**src/rtl/uart_rx_pkg.sv**
```systemverilog
package uart_rx_pkg;
    typedef enum logic [2:0] {
        RX_IDLE, RX_START, RX_DATA, RX_PARITY, RX_STOP, RX_BRKWAIT
    } rx_state_e;

    typedef struct packed {
        logic [7:0] data;
        logic       pe;
        logic       fe;
        logic       bi;
    } rx_entry_t;

    localparam int ST_DR   = 0;
    localparam int ST_OE   = 1;
    localparam int ST_PE   = 2;
    localparam int ST_FE   = 3;
    localparam int ST_BI   = 4;
    localparam int ST_THRE = 5;
    localparam int ST_TEMT = 6;
endpackage

```
**src/rtl/uart_rx_fsm.sv**
```systemverilog
module uart_rx_fsm
    import uart_rx_pkg::*;
(
    input  logic       clk,
    input  logic       rst_n,
    input  logic       tick,
    input  logic       rxd,
    input  logic [1:0] cfg_len,
    input  logic       cfg_par_en,
    input  logic       cfg_par_odd,
    input  logic       cfg_stop2,
    input  logic       cfg_mdrop,
    output logic       push,
    output rx_entry_t  entry
);
    rx_state_e st, st_nx;
    logic [3:0] cnt;
    logic [2:0] bidx;
    logic [7:0] sh;
    logic       par_bit, zero_q, fe_acc, stop_n;

    logic samp, mid_start, last_data, final_stop, brk_now;
    assign samp       = tick && (cnt == 4'd15);
    assign mid_start  = tick && (cnt == 4'd7);
    assign last_data  = (bidx == ({1'b0, cfg_len} + 3'd4));
    assign final_stop = samp && (!cfg_stop2 || stop_n);
    assign brk_now    = zero_q && !rxd;

    always_comb begin
        st_nx = st;
        unique case (st)
            RX_IDLE:    if (tick && !rxd) st_nx = RX_START;
            RX_START:   if (mid_start) st_nx = rxd ? RX_IDLE : RX_DATA;
            RX_DATA:    if (samp && last_data) st_nx = cfg_par_en ? RX_PARITY : RX_STOP;
            RX_PARITY:  if (samp) st_nx = RX_STOP;
            RX_STOP:    if (final_stop) st_nx = brk_now ? RX_BRKWAIT : RX_IDLE;
            RX_BRKWAIT: if (tick && rxd) st_nx = RX_IDLE;
            default:    st_nx = RX_IDLE;
        endcase
    end

    always_ff @(posedge clk or negedge rst_n) begin
        if (!rst_n) st <= RX_IDLE;
        else        st <= st_nx;
    end

    always_ff @(posedge clk or negedge rst_n) begin
        if (!rst_n) begin
            cnt <= '0; bidx <= '0; sh <= '0; par_bit <= 1'b0;
            zero_q <= 1'b1; fe_acc <= 1'b0; stop_n <= 1'b0;
            push <= 1'b0; entry <= '0;
        end else begin
            push <= 1'b0;
            unique case (st)
                RX_IDLE: begin
                    cnt <= '0; bidx <= '0; sh <= '0; par_bit <= 1'b0;
                    zero_q <= 1'b1; fe_acc <= 1'b0; stop_n <= 1'b0;
                end
                RX_START: if (tick) cnt <= (cnt == 4'd7) ? 4'd0 : cnt + 4'd1;
                RX_DATA, RX_PARITY, RX_STOP: begin
                    if (tick) cnt <= cnt + 4'd1;
                    if (samp) begin
                        zero_q <= zero_q && !rxd;
                        if (st == RX_DATA) begin
                            sh[bidx] <= rxd;
                            bidx     <= bidx + 3'd1;
                        end
                        if (st == RX_PARITY) par_bit <= rxd;
                        if (st == RX_STOP) begin
                            fe_acc <= fe_acc || !rxd;
                            stop_n <= 1'b1;
                        end
                    end
                    if (st == RX_STOP && final_stop) begin
                        push       <= 1'b1;
                        entry.data <= brk_now ? 8'h00 : sh;
                        entry.fe   <= fe_acc || !rxd;
                        entry.bi   <= brk_now;
                        if (brk_now || !cfg_par_en) entry.pe <= 1'b0;
                        else if (cfg_mdrop)         entry.pe <= par_bit;
                        else                        entry.pe <= (^sh) ^ par_bit ^ cfg_par_odd;
                    end
                end
                RX_BRKWAIT: cnt <= '0;
                default: ;
            endcase
        end
    end


    false_start_chk: assert property (@(posedge clk) disable iff (!rst_n)
        (st == RX_START && mid_start && rxd) |=> (st == RX_IDLE && !push));


    push_at_frame_end_chk: assert property (@(posedge clk) disable iff (!rst_n)
        push |-> (st == RX_IDLE || st == RX_BRKWAIT));
endmodule

```
**src/rtl/uart_rx_fifo.sv**
```systemverilog
module uart_rx_fifo
    import uart_rx_pkg::*;
#(
    parameter int DEPTH = 4
) (
    input  logic      clk,
    input  logic      rst_n,
    input  logic      single,
    input  logic      push,
    input  rx_entry_t wdata,
    input  logic      pop,
    output rx_entry_t head,
    output logic [$clog2(DEPTH+1)-1:0] count,
    output logic      ovr
);
    localparam int PW = (DEPTH > 1) ? $clog2(DEPTH) : 1;
    localparam int CW = $clog2(DEPTH + 1);

    rx_entry_t mem [DEPTH];
    logic [PW-1:0] rp, wp;
    logic full, do_pop, do_wr, do_ovw;

    function automatic logic [PW-1:0] nxt(input logic [PW-1:0] p);
        return (p == PW'(DEPTH - 1)) ? '0 : p + PW'(1);
    endfunction

    assign full   = single ? (count != '0) : (count == CW'(DEPTH));
    assign do_pop = pop && (count != '0);
    assign do_wr  = push && (!full || do_pop);
    assign do_ovw = push && full && !do_pop && single;
    assign ovr    = push && full && !do_pop;
    assign head   = mem[rp];

    always_ff @(posedge clk) begin
        if (do_wr)  mem[wp] <= wdata;
        if (do_ovw) mem[rp] <= wdata;
    end

    always_ff @(posedge clk or negedge rst_n) begin
        if (!rst_n) begin
            rp <= '0; wp <= '0; count <= '0;
        end else begin
            if (do_wr)  wp <= nxt(wp);
            if (do_pop) rp <= nxt(rp);
            count <= count + CW'(do_wr) - CW'(do_pop);
        end
    end


    count_bound_chk: assert property (@(posedge clk) disable iff (!rst_n)
        count <= CW'(DEPTH));
endmodule

```
**src/rtl/uart_rx_top.sv**
```systemverilog
module uart_rx_top
    import uart_rx_pkg::*;
#(
    parameter int DEPTH = 4
) (
    input  logic       clk,
    input  logic       rst_n,
    input  logic       tick16,
    input  logic       rxd,
    input  logic [1:0] cfg_len,
    input  logic       cfg_par_en,
    input  logic       cfg_par_odd,
    input  logic       cfg_stop2,
    input  logic       cfg_fifo_en,
    input  logic       cfg_mdrop,
    input  logic       thr_empty_i,
    input  logic       tx_idle_i,
    input  logic       tx_brk_i,
    input  logic       rd_stb,
    input  logic       rd_sel,
    output logic [7:0] rd_data
);
    localparam int CW = $clog2(DEPTH + 1);

    logic      c_push, ovr, pop_ok, lsr_rd, head_change, head_clr, oe_q, dr, show;
    rx_entry_t c_entry, head;
    logic [CW-1:0] count;
    logic [7:0] lsr;

    uart_rx_fsm u_fsm (
        .clk(clk), .rst_n(rst_n), .tick(tick16), .rxd(rxd),
        .cfg_len(cfg_len), .cfg_par_en(cfg_par_en), .cfg_par_odd(cfg_par_odd),
        .cfg_stop2(cfg_stop2), .cfg_mdrop(cfg_mdrop),
        .push(c_push), .entry(c_entry)
    );

    uart_rx_fifo #(.DEPTH(DEPTH)) u_fifo (
        .clk(clk), .rst_n(rst_n), .single(!cfg_fifo_en),
        .push(c_push), .wdata(c_entry), .pop(rd_stb && !rd_sel),
        .head(head), .count(count), .ovr(ovr)
    );

    assign dr          = (count != '0);
    assign pop_ok      = rd_stb && !rd_sel && dr;
    assign lsr_rd      = rd_stb && rd_sel;
    assign head_change = pop_ok || (c_push && (!dr || !cfg_fifo_en));
    assign show        = dr && !head_clr;

    always_ff @(posedge clk or negedge rst_n) begin
        if (!rst_n) begin
            head_clr <= 1'b0;
            oe_q     <= 1'b0;
        end else begin
            if (head_change) head_clr <= 1'b0;
            else if (lsr_rd) head_clr <= 1'b1;
            if (ovr)         oe_q <= 1'b1;
            else if (lsr_rd) oe_q <= 1'b0;
        end
    end

    always_comb begin
        lsr          = '0;
        lsr[ST_DR]   = dr;
        lsr[ST_OE]   = oe_q;
        lsr[ST_PE]   = show && head.pe;
        lsr[ST_FE]   = show && head.fe;
        lsr[ST_BI]   = show && head.bi;
        lsr[ST_THRE] = thr_empty_i && !tx_brk_i;
        lsr[ST_TEMT] = tx_idle_i && !tx_brk_i;
        rd_data      = rd_sel ? lsr : (dr ? head.data : 8'h00);
    end


    fifo_overrun_chk: assert property (@(posedge clk) disable iff (!rst_n)
        (c_push && cfg_fifo_en && count == CW'(DEPTH) && !pop_ok) |=> (oe_q && count == CW'(DEPTH)));


    status_clear_chk: assert property (@(posedge clk) disable iff (!rst_n)
        (lsr_rd && !c_push) |=> (lsr[4:1] == 4'b0000));


    break_entry_chk: assert property (@(posedge clk) disable iff (!rst_n)
        (c_push && c_entry.bi) |-> (c_entry.fe && c_entry.data == 8'h00 && !c_entry.pe));


    dr_kept_chk: assert property (@(posedge clk) disable iff (!rst_n)
        (lsr_rd && dr) |=> dr);
endmodule

```
**config.mk**
```make
export PLATFORM = sky130hd
export DESIGN_NAME = uart_rx_top
export DESIGN_NICKNAME = d
export VERILOG_FILES = /design/src/rtl/uart_rx_pkg.sv /design/src/rtl/uart_rx_fsm.sv /design/src/rtl/uart_rx_fifo.sv /design/src/rtl/uart_rx_top.sv
export SDC_FILE = /design/constraint.sdc
export NUM_CORES = 1
export LEC_CHECK = 0
export CORE_ASPECT_RATIO = 1.4
export CORE_MARGIN = 2
export CORE_UTILIZATION = 60
export DETAILED_ROUTE_END_ITERATION = 16
export DONT_BUFFER_PORTS = 1
export PLACE_DENSITY = 0.82
export SLEW_MARGIN = 0
export SYNTH_ARGS = -nofsm -noshare
export SYNTH_HDL_FRONTEND = slang
export SYNTH_SLANG_ARGS = --single-unit
export TNS_END_PERCENT = 50
```
**constraint.sdc**
```tcl
create_clock -name clk -period 4.9 [get_ports clk]
set_input_delay 0.98 -clock clk [delete_from_list [all_inputs] [get_ports clk]]
set_output_delay 0.98 -clock clk [all_outputs]
set_load 0.01 [all_outputs]
```
After elaboration in Yosys (flattened, before gate mapping)
Memories as Yosys holds them, arrays and structs flattened.
Cells that the tools add are included.
Storage, ports and cells
  flip-flop bits (word level): 43
  memory bits (writable): 44
  input port bits: 16
  output and inout bits: 8
  memories: 1
Operators by class
  $add $sub $neg: 7
  magnitude comparators: 2
  equal/unequal tests: 23
  muxes and demuxes: 55
  bitwise operators: 2
  reduce and logical (&&, ||, !) cells: 56
Memories
  u_fifo.mem: depth 4, bits a word 11, read ports 1, clocked after memory_dff 0, write ports 1, line uart_rx_fifo.sv:19  | rx_entry_t mem [DEPTH];
Operators by type and width (count)
  8-bit 2-to-1 mux: 5
  3-bit 2-to-1 mux: 10
  1-bit logical AND: 23
  1-bit 2-to-1 mux: 22
  2-bit by 1-bit inequality test with 1-bit output (second input constant): 10
  3-bit case mux with 6 select lines: 1
  8-bit case mux with 2 select lines: 1
  4-bit 2-to-1 mux: 3
  4-bit case mux with 3 select lines: 1
  3-bit AND reduction: 4
  11-bit 2-to-1 mux: 1
  11-bit OR reduction: 1
  1-bit logical NOT: 10
  3-bit equality test (second input constant): 3
  8-bit bitwise mux: 1
  2-bit 2-to-1 mux: 4
  1-bit case mux with 2 select lines: 4
  8-bit XOR reduction: 1
  3-bit by 2-bit equality test with 1-bit output (second input constant): 2
  1-bit logical OR: 6
  3-bit case mux with 2 select lines: 1
  6-bit AND reduction: 1
  2-bit nonzero test: 3
  3-bit nonzero test: 2
  other kinds (20): 25

Logic depth before layout (Yosys ltp)
  depth in word-level cells: 10
  gate-level depth with buffers: 9
  depth with buffers taken out: 9

Modules after synthesis
From an unflattened synthesis, not the netlist that was laid out.
Second synthesis, totals
  cell total of the unflattened synthesis: 347
  area total of the unflattened synthesis: 4194.0 µm²
By module, submodules not included
  uart_rx_fifo: instances 1, cells each 100, area each 2063.2 µm², seq. area each 1496.4 µm²
  uart_rx_fsm: instances 1, cells each 214, area each 1888.1 µm², seq. area each 852.1 µm²
  uart_rx_top: instances 1, cells each 33, area each 242.7 µm², seq. area each 50.0 µm²

Least setup slack after synthesis
No wires, ideal clock.
  path type: input-to-reg
  start point: input port rd_sel
  end point: memory u_fifo.mem[0][0] in the netlist's numbering (enable)
  library setup time: 0.378 ns
  arrival: 2.637 ns
  setup slack: 1.885 ns
  stages: 6
  buffers on the path: 1
  path through: clkbuf_1 > nand2b_1 > nand3_1 > nor3_1 > mux2_2 > nor2_1
Between the ends
  word-level cells in the longest chain between the ends: 10
  elaborated cells between the ends (all ways): 15
  classes of those cells: 6 x mux; 9 x reduce/logical
RTL lines
  start: declaration: line uart_rx_top.sv:20  | input logic rd_sel,
  1-bit logical NOT *: line uart_rx_top.sv:39  | .push(c_push), .wdata(c_entry), .pop(rd_stb && !rd_sel),
  1-bit logical AND *: line uart_rx_top.sv:39
  1-bit logical AND *: line uart_rx_fifo.sv:28  | assign do_pop = pop && (count != '0);
  1-bit logical NOT: line uart_rx_fifo.sv:30  | assign do_ovw = push && full && !do_pop && single;
  1-bit logical AND (2 in series): line uart_rx_fifo.sv:30
  1-bit 2-to-1 mux: line uart_rx_fifo.sv:36  | if (do_ovw) mem[rp] <= wdata;
  1-bit 2-to-1 mux (not written as such): line uart_rx_fifo.sv:36
  11-bit OR reduction (no source line)
  2-bit 2-to-1 mux (no source line) / 1-bit 2-to-1 mux (equally long branches)
  end: declaration: line uart_rx_fifo.sv:19
Every way passes the cells marked *; elsewhere a longest branch is shown, timed or not.

Worst setup path after layout
  start point: register u_fifo.rp[0]
  end point: output port rd_data[3]
Between the ends
  word-level cells in the longest chain between the ends: 3
  elaborated cells between the ends (all ways): 4
  classes of those cells: 2 x mux; 1 x reduce/logical; 1 x memory
RTL lines
  start: declaration: line uart_rx_fifo.sv:20  | logic [PW-1:0] rp, wp;
  start signal: assignment: line uart_rx_fifo.sv:44  | if (do_pop) rp <= nxt(rp);
  memory 4 x 11 bit *
  8-bit 2-to-1 mux / 1-bit logical AND (equally long branches): line uart_rx_top.sv:70, uart_rx_top.sv:66
  8-bit 2-to-1 mux *: line uart_rx_top.sv:70  | rd_data = rd_sel ? lsr : (dr ? head.data : 8'h00);
  end: declaration: line uart_rx_top.sv:21  | output logic [7:0] rd_data
Marked as above.

==> results.sh <==
export IMPL_coreArea_um2=6570
export IMPL_min_path_type="in -> async"
export IMPL_finalCritPeriodShare_pct=63.4
export IMPL_synthTopCellsByCount="44 x edfxtp_1, 44 x nand2_1, 42 x dfrtp_1"
export IMPL_report_final_slew_viol_count=0
export IMPL_maxCapViolCount=0
export IMPL_r2r_slack_ns=2.29
export IMPL_synthesis_area_um2=4070
export IMPL_p_switching_w=0.000625
export IMPL_avgSynthCellArea_um2=12.1
export IMPL_die_h_um=101
export IMPL_yosys_top_cells_area="edfxtp_1 33%, dfrtp_1 26%, mux4_2 6.1%"
export IMPL_max_freq_ghz=0.322
export IMPL_fin_cells=413
export IMPL_drt_initial_drc_count=254
export IMPL_path_clk_slew_ns=0.09
export IMPL_slew_headroom_pct=33.9
export IMPL_overflow=0
export IMPL_drc=0
export IMPL_htree_levels=3
export IMPL_die_w_um=73.6
export IMPL_cts_resized=0
export IMPL_arrival_ns=2.13
export IMPL_rows=35
export IMPL_path_max_fanout=16
export IMPL_grt_max_degree=44
export IMPL_yosysWarningCount=0
export IMPL_synth_seq_cells=87
export IMPL_dpl_cell_count=397
export IMPL_cts_hold_buf=0
export IMPL_vias_per_cell=6.29
export IMPL_ys_seq_area_share_pct=59.0
export IMPL_outcome="finished, final reports clean"
export IMPL_synth_edff_count=44
export IMPL_skew_ns=0.0111
export IMPL_io_pins=24
export IMPL_clock_latency_ns=0.35
export IMPL_portBuffers=0
export IMPL_path_class="reg -> out"
export IMPL_wl_mm=7.29
export IMPL_vias=2598
export IMPL_setup_tns_ns=0
export IMPL_synth_top_area_share_pct=32.5
export IMPL_leakage_nw=1.57
export IMPL_gp_congestion=0.831
export IMPL_track_usage_pct=21.3
export IMPL_p_clk_share_pct=24.9
export IMPL_total_power_w=0.00181
export IMPL_cts_sinks=87
export IMPL_peakVddDrop_mv=0.388
export IMPL_clk_path_buf_depth=2
export IMPL_netlist_cell_type_count=49
export IMPL_synth_top_cell_by_area="edfxtp_1"
export IMPL_cts_buffers=9
export IMPL_async_flop_share_pct=49.4
export IMPL_cts_tree="done"
export IMPL_start_util_pct=61.9
export IMPL_comb_power_share_pct=23.6
export IMPL_ctsRootBufferMaster="clkbuf_8"
export IMPL_diodes=0
export IMPL_drt_pre_antenna_iters=4
export IMPL_hold_viol=0
export IMPL_dieArea_um2=7460
export IMPL_required_ns=3.92
export IMPL_syn_instance_count=337
export IMPL_fin_nets=356
export IMPL_cp_start_kind="flop"
export IMPL_synthFlopType="edfxtp_1"
export IMPL_place_hpwl_mm=5.38
export IMPL_wl_per_cell_um=17.6
export IMPL_area_delta_synth_final_pct=5.26
export IMPL_post_cts_buffers=0
export IMPL_min_period_ns=3.11
export IMPL_grt_setup_unrepaired="no"
export IMPL_grt_pass1_wl_mm=11.9
export IMPL_grt_pass1_vias=2482
export IMPL_antenna_found_initial=0
export IMPL_seqPwrFrac_pct=51.5
export IMPL_worst_slew_pin_slew_ns=0.988
export IMPL_powerDensity_nw_per_um2=423
export IMPL_p_sw_share_pct=34.5
export IMPL_p_int_w=0.00119
export IMPL_critPathCaptureType="output port"
export IMPL_layout_drive_gt1_share_pct=10.3
export IMPL_final_antenna_net_count=0
export IMPL_synth_nets=359
export IMPL_setup_viol=0
## critical path, cell delays in order, from the launching register on
cell and delay (ns):
dfrtp_1 0.88, mux4_2 0.60, a22oi_1 0.20, nor2_1 0.10
## metal layers
metal	vias up	track usage [%]	routed length, um
li1	1229	-	-
met1	1281	25.1	2910
met2	72	38.0	3960
met3	16	4.48	250
met4	0	7.13	170
met5	-	0	0
## final timing paths
kind                            startpoint               to  depth (start not counted)
min in group clk              u_fsm.fe_acc     u_fsm.fe_acc                          2
max                           u_fifo.rp[0]       rd_data[3]                          3
min                                  rst_n     u_fifo.rp[1]                          0
max reg2reg                u_fifo.count[1]  u_fifo.count[2]                          9
min reg2reg                   u_fsm.fe_acc     u_fsm.fe_acc                          2
max in group asynchronous            rst_n     u_fsm.zero_q                          0
## sequential cells by signal (all words and copies together) (netlist names)
register and flops:
u_fsm.cnt 4, u_fsm.sh 8, u_fsm.par_bit 1, u_fsm.bidx 3
u_fsm.fe_acc 1, u_fsm.zero_q 1, u_fsm.st 3, u_fifo.wp 2
u_fsm.entry 11, head_clr 1, u_fifo.rp 2, oe_q 1
u_fifo.mem 44, u_fsm.stop_n 1, u_fifo.count 3, u_fsm.push 1
## kinds of logic after synthesis
family,Yosys count,share of synthesized area [%]
DFF,87,59.0
adders and majority gates,6,2.03
muxes,21,8.65
buffers and inverters,29,2.80
xor gates and xnor gates,11,3.08
and+or+nand+nor,110,12.6
AOI/OAI and AO/OA,73,11.8
## cell type report
cell class                      count  area (um^2)
Fill cell                         471         2290
Inverter                           15         56.3
Multi-Input combinational cell    221         1550
Tap cell                           74         92.6
Clock buffer                       10          128
Sequential cell                    87         2400
Clock inverter                      6         51.3
## layout by cell type (no fill, tap or decap), types with 2 or more instances in the layout
cell / count
nand2_1: 44
or2_2: 2
xor2_1: 4
o21a_1: 2
nand3_1: 13
clkbuf_8: 9
o2bb2ai_1: 2
a31oi_1: 2
a21o_1: 4
a32o_1: 4
and3_1: 2
a21oi_1: 15
xnor2_1: 5
inv_6: 4
o21ai_0: 23
nor3_1: 8
nor3b_1: 2
a22oi_1: 4
edfxtp_1: 44
mux4_2: 11
nor2_1: 24
nor2b_1: 6
mux2i_1: 7
o31ai_1: 7
dfrtp_1: 42
mux2_2: 3
o22ai_1: 2
ha_1: 5
inv_1: 14
nand2b_1: 4
## per-stage QoR
step / util, % / setup slack, ns / hold WS (ns) / area, um^2
after floorplan: - / 1.89 / 0.449 / 4070
after CTS: 65.1 / 1.74 / 0.297 / 4280
after detailed placement: 62.4 / 1.80 / 0.501 / 4100
final: 65.1 / 1.79 / 0.314 / 4280
after global routing: 65.1 / 1.66 / 0.287 / 4280
after global placement: 62.4 / 1.94 / 0.482 / 4100
## power groups by stage
stage | logic, W | registers, W | clock network [W]
4_1_cts | 0.000429 | 0.000932 | 0.000462
2_1_floorplan | 0.000436 | 0.000856 | 0
6_report | 0.000427 | 0.000932 | 0.000452
3_3_place_gp | 0.000412 | 0.000942 | 0
5_1_grt | 0.000482 | 0.000946 | 0.000496
3_5_place_dp | 0.000429 | 0.000948 | 0
Power figures use the tool's default switching activity.
